**config.mk**
```make
export PLATFORM = sky130hd
export DESIGN_NAME = modem_bus_regs
export DESIGN_NICKNAME = d
export VERILOG_FILES = /design/src/rtl/modem_bus_pkg.sv /design/src/rtl/bus_strobe_capture.sv /design/src/rtl/ctrl_reg_file.sv /design/src/rtl/detect_irq.sv /design/src/rtl/modem_bus_regs.sv
export SDC_FILE = /design/constraint.sdc
export NUM_CORES = 1
export LEC_CHECK = 0
export BUFFER_PORTS_ARGS = -buffer_cell sky130_fd_sc_hd__buf_2
export CORE_MARGIN = 1.5
export CORE_UTILIZATION = 46
export DETAILED_ROUTE_END_ITERATION = 7
export GPL_TIMING_DRIVEN = 0
export PLACE_DENSITY = 0.86
export SYNTH_ARGS = -nofsm -noshare
export SYNTH_HDL_FRONTEND = slang
export SYNTH_HIERARCHICAL = 1
export SYNTH_SLANG_ARGS = --single-unit
```
**constraint.sdc**
```tcl
create_clock -name clk -period 1.4 [get_ports clk]
set_input_delay 0.28 -clock clk [delete_from_list [all_inputs] [get_ports clk]]
set_output_delay 0.28 -clock clk [all_outputs]
set_load 0.01 [all_outputs]
```
**src/rtl/modem_bus_pkg.sv**
```systemverilog
package modem_bus_pkg;
  localparam int ADDR_W = 3;
  localparam int NUM_RW = 3;

  localparam logic [ADDR_W-1:0] SEL_CTRL_A = 3'b000;
  localparam logic [ADDR_W-1:0] SEL_CTRL_B = 3'b001;
  localparam logic [ADDR_W-1:0] SEL_DETECT = 3'b010;
  localparam logic [ADDR_W-1:0] SEL_TONE   = 3'b011;
  localparam logic [ADDR_W-1:0] SEL_IDENT  = 3'b110;

  // Addresses of the host-writable registers, index order matches rw_q.
  localparam logic [ADDR_W-1:0] RW_ADDR [NUM_RW] = '{SEL_CTRL_A, SEL_CTRL_B, SEL_TONE};
endpackage

```
**src/rtl/bus_strobe_capture.sv**
```systemverilog
module bus_strobe_capture
  import modem_bus_pkg::*;
(
  input  logic              clk,
  input  logic              rst_n,
  input  logic              ale,
  input  logic              cs_n,
  input  logic              rd_n,
  input  logic              wr_n,
  input  logic [ADDR_W-1:0] addr_in,
  output logic [ADDR_W-1:0] addr_q,
  output logic              sel_q,
  output logic              rd_rise,
  output logic              wr_rise
);
  logic              ale_prev, ale_prev_d;
  logic              rd_prev, rd_prev_d;
  logic              wr_prev, wr_prev_d;
  logic [ADDR_W-1:0] addr_d;
  logic              sel_d;
  logic              ale_fall;

  assign ale_fall = ale_prev & ~ale;
  assign rd_rise  = ~rd_prev & rd_n;
  assign wr_rise  = ~wr_prev & wr_n;

  always_comb begin
    ale_prev_d = ale;
    rd_prev_d  = rd_n;
    wr_prev_d  = wr_n;
    addr_d     = addr_q;
    sel_d      = sel_q;
    if (ale_fall) begin
      addr_d = addr_in;
      sel_d  = ~cs_n;
    end
  end

  always_ff @(posedge clk or negedge rst_n) begin
    if (!rst_n) begin
      ale_prev <= 1'b0;
      rd_prev  <= 1'b1;
      wr_prev  <= 1'b1;
      addr_q   <= '0;
      sel_q    <= 1'b0;
    end else begin
      ale_prev <= ale_prev_d;
      rd_prev  <= rd_prev_d;
      wr_prev  <= wr_prev_d;
      addr_q   <= addr_d;
      sel_q    <= sel_d;
    end
  end
endmodule

```
**src/rtl/ctrl_reg_file.sv**
```systemverilog
module ctrl_reg_file
  import modem_bus_pkg::*;
#(
  parameter int DATA_W = 8
) (
  input  logic              clk,
  input  logic              rst_n,
  input  logic              wr_stb,
  input  logic [ADDR_W-1:0] addr,
  input  logic [DATA_W-1:0] wdata,
  output logic [DATA_W-1:0] rw_q [NUM_RW]
);
  for (genvar g = 0; g < NUM_RW; g++) begin : g_reg
    localparam logic [ADDR_W-1:0] MY_ADDR = RW_ADDR[g];
    logic              hit;
    logic [DATA_W-1:0] val_q, val_d;

    assign hit = wr_stb && (addr == MY_ADDR);

    always_comb begin
      val_d = val_q;
      if (hit) val_d = wdata;
    end

    always_ff @(posedge clk or negedge rst_n) begin
      if (!rst_n) val_q <= '0;
      else        val_q <= val_d;
    end

    assign rw_q[g] = val_q;
  end
endmodule

```
**src/rtl/detect_irq.sv**
```systemverilog
module detect_irq #(
  parameter int DATA_W = 8
) (
  input  logic              clk,
  input  logic              rst_n,
  input  logic [DATA_W-1:0] det_in,
  input  logic              irq_en,
  input  logic              clr_stb,
  output logic [DATA_W-1:0] det_q,
  output logic              det_rise_any,
  output logic              pend_q,
  output logic              irq_n
);
  logic [DATA_W-1:0] det_d;
  logic              pend_d;

  assign det_rise_any = |(det_in & ~det_q);

  always_comb begin
    det_d  = det_in;
    pend_d = pend_q;
    if (clr_stb)      pend_d = 1'b0;
    if (det_rise_any) pend_d = 1'b1;
  end

  always_ff @(posedge clk or negedge rst_n) begin
    if (!rst_n) begin
      det_q  <= '0;
      pend_q <= 1'b0;
    end else begin
      det_q  <= det_d;
      pend_q <= pend_d;
    end
  end

  assign irq_n = ~(pend_q & irq_en);
endmodule

```
**src/rtl/modem_bus_regs.sv**
```systemverilog
module modem_bus_regs
  import modem_bus_pkg::*;
#(
  parameter int                DATA_W     = 8,
  parameter logic [DATA_W-1:0] ID_CODE    = 8'h3B,
  parameter int                IRQ_EN_BIT = 5
) (
  input  logic              clk,
  input  logic              rst_n,
  input  logic              ale,
  input  logic              cs_n,
  input  logic              rd_n,
  input  logic              wr_n,
  input  logic [DATA_W-1:0] ad_in,
  output logic [DATA_W-1:0] ad_out,
  output logic              ad_oe,
  input  logic [DATA_W-1:0] det_in,
  output logic [DATA_W-1:0] cr0_o,
  output logic [DATA_W-1:0] cr1_o,
  output logic [DATA_W-1:0] tone_o,
  output logic              irq_n
);
  logic [ADDR_W-1:0] addr_q;
  logic              sel_q, rd_rise, wr_rise;
  logic              wr_stb, clr_stb;
  logic [DATA_W-1:0] rw_q [NUM_RW];
  logic [DATA_W-1:0] det_q;
  logic              det_rise_any, irq_pend;
  logic [DATA_W-1:0] rd_mux;

  bus_strobe_capture u_strobe (
    .clk     (clk),
    .rst_n   (rst_n),
    .ale     (ale),
    .cs_n    (cs_n),
    .rd_n    (rd_n),
    .wr_n    (wr_n),
    .addr_in (ad_in[ADDR_W-1:0]),
    .addr_q  (addr_q),
    .sel_q   (sel_q),
    .rd_rise (rd_rise),
    .wr_rise (wr_rise)
  );

  assign wr_stb  = wr_rise & sel_q;
  assign clr_stb = rd_rise & sel_q & (addr_q == SEL_DETECT);

  ctrl_reg_file #(.DATA_W(DATA_W)) u_regs (
    .clk    (clk),
    .rst_n  (rst_n),
    .wr_stb (wr_stb),
    .addr   (addr_q),
    .wdata  (ad_in),
    .rw_q   (rw_q)
  );

  assign cr0_o  = rw_q[0];
  assign cr1_o  = rw_q[1];
  assign tone_o = rw_q[2];

  detect_irq #(.DATA_W(DATA_W)) u_det (
    .clk          (clk),
    .rst_n        (rst_n),
    .det_in       (det_in),
    .irq_en       (rw_q[1][IRQ_EN_BIT]),
    .clr_stb      (clr_stb),
    .det_q        (det_q),
    .det_rise_any (det_rise_any),
    .pend_q       (irq_pend),
    .irq_n        (irq_n)
  );

  always_comb begin
    case (addr_q)
      SEL_CTRL_A: rd_mux = rw_q[0];
      SEL_CTRL_B: rd_mux = rw_q[1];
      SEL_DETECT: rd_mux = det_q;
      SEL_TONE:   rd_mux = rw_q[2];
      SEL_IDENT:  rd_mux = ID_CODE;
      default:    rd_mux = '0;
    endcase
  end

  assign ad_oe  = ~rd_n & sel_q;
  assign ad_out = ad_oe ? rd_mux : '0;
endmodule

```
# After elaboration in Yosys (flattened, before gate mapping)

Cells that the tools add are included.

Bits in registers: 40
Output and inout bits: 34
Logic and storage cells: 40

Eq/ne operators: 4
Mux-type cells: 4
Bitwise operators: 16
Reduce and logical (&&, ||, !) cells: 6

Operators with widths:

| cell               | number |
|---|---|
| $pmux 8 s5         | 1 |
| $and 1x1->1        | 8 |
| $and 8x8->8        | 1 |
| $mux 8             | 1 |
| $not 8->8          | 1 |
| $reduce_or 8->1    | 1 |
| $eq 3x2->1 const B | 2 |
| $not 1->1          | 6 |
| $eq 3x1->1 const B | 1 |
| $eq 3x3->1 const B | 1 |
| $logic_and 1x1->1  | 3 |
| $logic_not 3->1    | 1 |
| $mux 1             | 2 |
| $reduce_bool 2->1  | 1 |

# Logic depth before layout (Yosys ltp)

Depth in word-level cells: 6
Depth in mapped cells: 5
Depth with buffers taken out: 5

# Hierarchy

Netlist, hierarchy kept.

By module, submodules not included:

| module             | instances | cells each | area an instance (sq um) | sequential area each (sq um) |
|---|---|---|---|---|
| ctrl_reg_file      | 1         | 52         | 918.4                    | 600.6 |
| modem_bus_regs     | 1         | 47         | 365.4                    | 0.0 |
| detect_irq         | 1         | 24         | 307.8                    | 225.2 |
| bus_strobe_capture | 1         | 15         | 262.8                    | 177.7 |

# Least setup slack after synthesis

No wires, ideal clock.

Path type: reg-to-output
From: reg u_strobe.addr_q[0]
To: out ad_out[6]
Arrival: 1.236 ns
Data required time: 1.120 ns
Path slack: -0.116 ns
Stages on the path, launching flop included: 3
Path buffers: 0
Cells stage by stage: dfrtp_1 > mux4_1 > and3b_1

Cells in the longest elaborated chain, start to end: 3

RTL lines:

| what                                     | RTL line                 | source |
|---|---|---|
| start: declaration                       | bus_strobe_capture.sv:11 | `output logic [ADDR_W-1:0] addr_q,` |
| start signal: assignment                 | bus_strobe_capture.sv:50 | `addr_q <= addr_d;` |
| $eq 3x3->1, or another cell as far along | modem_bus_regs.sv:74     | `case (addr_q)` |
| $pmux 8 s5 *                             | modem_bus_regs.sv:74     |  |
| $mux 8 *                                 | modem_bus_regs.sv:85     | `assign ad_out = ad_oe ? rd_mux : '0;` |
| end: declaration                         | modem_bus_regs.sv:15     | `output logic [DATA_W-1:0] ad_out,` |

Every way passes the cells marked *; elsewhere a longest branch is shown, timed or not.

# Final worst setup path

From: reg u_strobe.addr_q[1]
To: out ad_out[3]

The elaborated chain is that of the path after synthesis.

==> summary.md <==
| Metric | Value |
|---|---|
| GRT Util Overall | `0.238` |
| Worst Setup End Kind | `primary output` |
| Final hold violations | `0` |
| Setup slack after layout | `-0.498 ns` |
| Comb pwr share | `0.392` |
| Commonest cells after routing, fill and taps aside | `buf_2 (51), dfrtp_1 (35), mux2_4 (29)` |
| CP Launch Type | `flop` |
| Slew Viols, Final | `0` |
| TritonCTS clock tree | `done` |
| Drt total wl | `5120 um` |
| First-pass iteration count of the detailed router | `4` |
| Num rows | `22` |
| Dpl hpwl | `2860 um` |
| # diodes | `0` |
| Ys Warns | `6` |
| Final ANT Viol Nets | `0` |
| Non-filler cells, final | `262` |
| Initial DRC count | `90` |
| Grt ovf | `0` |
| Crit path max-delay family | `compound AO/OA/AOI/OAI gates` |
| H-tree levels | `2` |
| Worst slew pin tran | `0.853 ns` |
| Longest Clk Path Bufs | `2` |
| Antenna violations before repair | `0` |
| Count of input and output buffers | `55` |
| Vias | `1462` |
| Clock transition at path regs | `0.08 ns` |
| Syn Area/Cell | `13.5 um2` |
| Crit path max fanout | `8` |
| Worst-Skew Late Latency | `0.30 ns` |
| Layout cells sized above 1 | `0.640` |
| Vias in the first global route | `1462` |
| Post-synth net total | `159` |
| DRC viols | `0` |
| Cts hold-fix bufs | `0` |
| Status | `complete, but fails checks` |
| Power Density | `1600 nW/um2` |
| Pin count of the biggest net entering global routing | `41` |
| Worst path slowest cell | `dfrtp_2` |
| Max-cap violations | `0` |
| Core Box Area | `3770 um2` |
| Crit-path max cell delay | `0.38 ns` |
| Die ar. | `4410 um2` |
| Fin crit share | `1.36` |
| Peak VDD IR | `0.813 mV` |
| Drt wl/cell | `19.5 um` |
| Boundary Pins | `56` |
| Failing checks | `setup timing` |
| Synthesized instance count | `137` |
| Clock power share | `0.191` |
| Leakage | `1.34 nW` |
| Vias per cell | `5.58` |
| P_int | `2.86 mW` |
| Final total power | `4.25 mW` |
| Final #Nets | `235` |
| Post-synth design cell area | `1850 um2` |
| P_sw | `1.38 mW` |
| Max-slew headroom | `0.431` |
| Die span in y | `66.4 um` |
| Final setup viols | `33` |
| Setup WS pre-CTS | `-0.422 ns` |
| Initial Util | `0.490` |
| Peak Freq | `0.527 GHz` |
| Min-Delay Path Class | `in -> async` |
| Critical path cell sequence | `buf_8, and2b_1, o2bb2ai_1, o31a_1, buf_2` |
| Clock period minus worst slack | `1.90 ns` |
| Sw Ratio | `0.326` |
| Reg power frac | `0.416` |
| Global-route wire length before repair | `7380 um` |
| Worst clock skew | `0.00899 ns` |
| CP Data Required Time | `1.12 ns` |
| CTS Root Cell | `clkbuf_8` |
| CP bufs+invs | `2` |
| WS Path Type | `reg -> out` |
| Clock Sinks | `40` |
| RSZ-0062 raised after global routing | `yes` |
| Arrival @ worst endpoint | `1.62 ns` |
| CTS buffer count | `5` |
| Routability Congestion | `0.746` |
| Placed instance count | `240` |
| Area growth syn-to-layout | `43.8%` |
| Die X | `66.4 um` |
| Commonest non-fill, non-tap cell in the layout | `buf_2` |
what timing repair did:
| item | CTS | global route |
|---|---|---|
| setup endpoints to repair | 33 | 33 |
| gates resized for setup | 26 | 25 |
| gates cloned | 0 | 0 |
| buffers inserted | 12 | 4 |
| pin swaps | 7 | 4 |
layer usage:
layer  routed length (um)  track usage  vias to the layer above  share of wire
li1                     -            -                      635              -
met4                  238        0.151                        0          0.047
met2                 2510        0.386                       62           0.49
met3                  317       0.0443                       20          0.062
met1                 2050        0.289                      745           0.40
met5                    0            0                        -              0
sequential cells by signal (all words and copies together), names as in the netlist:
register and count:
u_det/det_q 8, u_det/pend_q 1, u_regs/g.val_q 24, u_strobe/addr_q 3, u_strobe/ale_prev 1, u_strobe/rd_prev 1, u_strobe/sel_q 1, u_strobe/wr_prev 1
path summary, 6_finish.rpt:
path / end / startpoint / slack (ns) / cells after the start
worst max-delay path: ad_out[3] / u_strobe/addr_q[1]$_DFFE_PN0P_ / -0.50 / 5
worst min-delay path: u_regs/g_reg[1].val_q[2]$_DFFE_PN0P_ / rst_n / 0.08 / 1
worst max register to register: u_regs/g_reg[1].val_q[7]$_DFFE_PN0P_ / u_strobe/addr_q[2]$_DFFE_PN0P_ / -0.35 / 5
worst min register to register: u_regs/g_reg[1].val_q[6]$_DFFE_PN0P_ / u_regs/g_reg[1].val_q[6]$_DFFE_PN0P_ / 0.54 / 1
max in group asynchronous: u_strobe/addr_q[0]$_DFFE_PN0P_ / rst_n / 0.73 / 1
min in group clk: u_strobe/wr_prev$_DFF_PN1_ / wr_n / 0.08 / 1
through the flow:
stage	TNS (ns)	hold slack, ns	cell area (um2)	utilization
6_report	-8.93	0.0796	2660	0.705
5_1_grt	-10.11	0.0712	2660	0.705
4_1_cts	-9.83	0.0793	2540	0.674
3_5_place_dp	-10.59	0.400	2270	0.602
3_3_place_gp	-9.57	0.395	2270	0.602
2_1_floorplan	-0.978	-0.0156	1930	-
power groups by stage:
stage | Sequential, mW | Clock [mW] | Combinational (mW)
after floorplan | 1.86 | 0 | 0.690
after global placement | 1.75 | 0 | 1.28
after detailed placement | 1.76 | 0 | 1.31
after CTS | 1.75 | 0.810 | 1.49
after global routing | 1.81 | 0.868 | 1.77
final | 1.77 | 0.812 | 1.67
cell type report:
class                      count  area, um2
fill                         241       1110
sequential                    40       1010
multi-input combinational     87        996
timing repair buffer          70        435
clock buffer                   8       90.1
tap                           48       60.1
buffer                         3       46.3
inverter                       6       22.5
No activity file was read; power rests on OpenSTA's default activity.
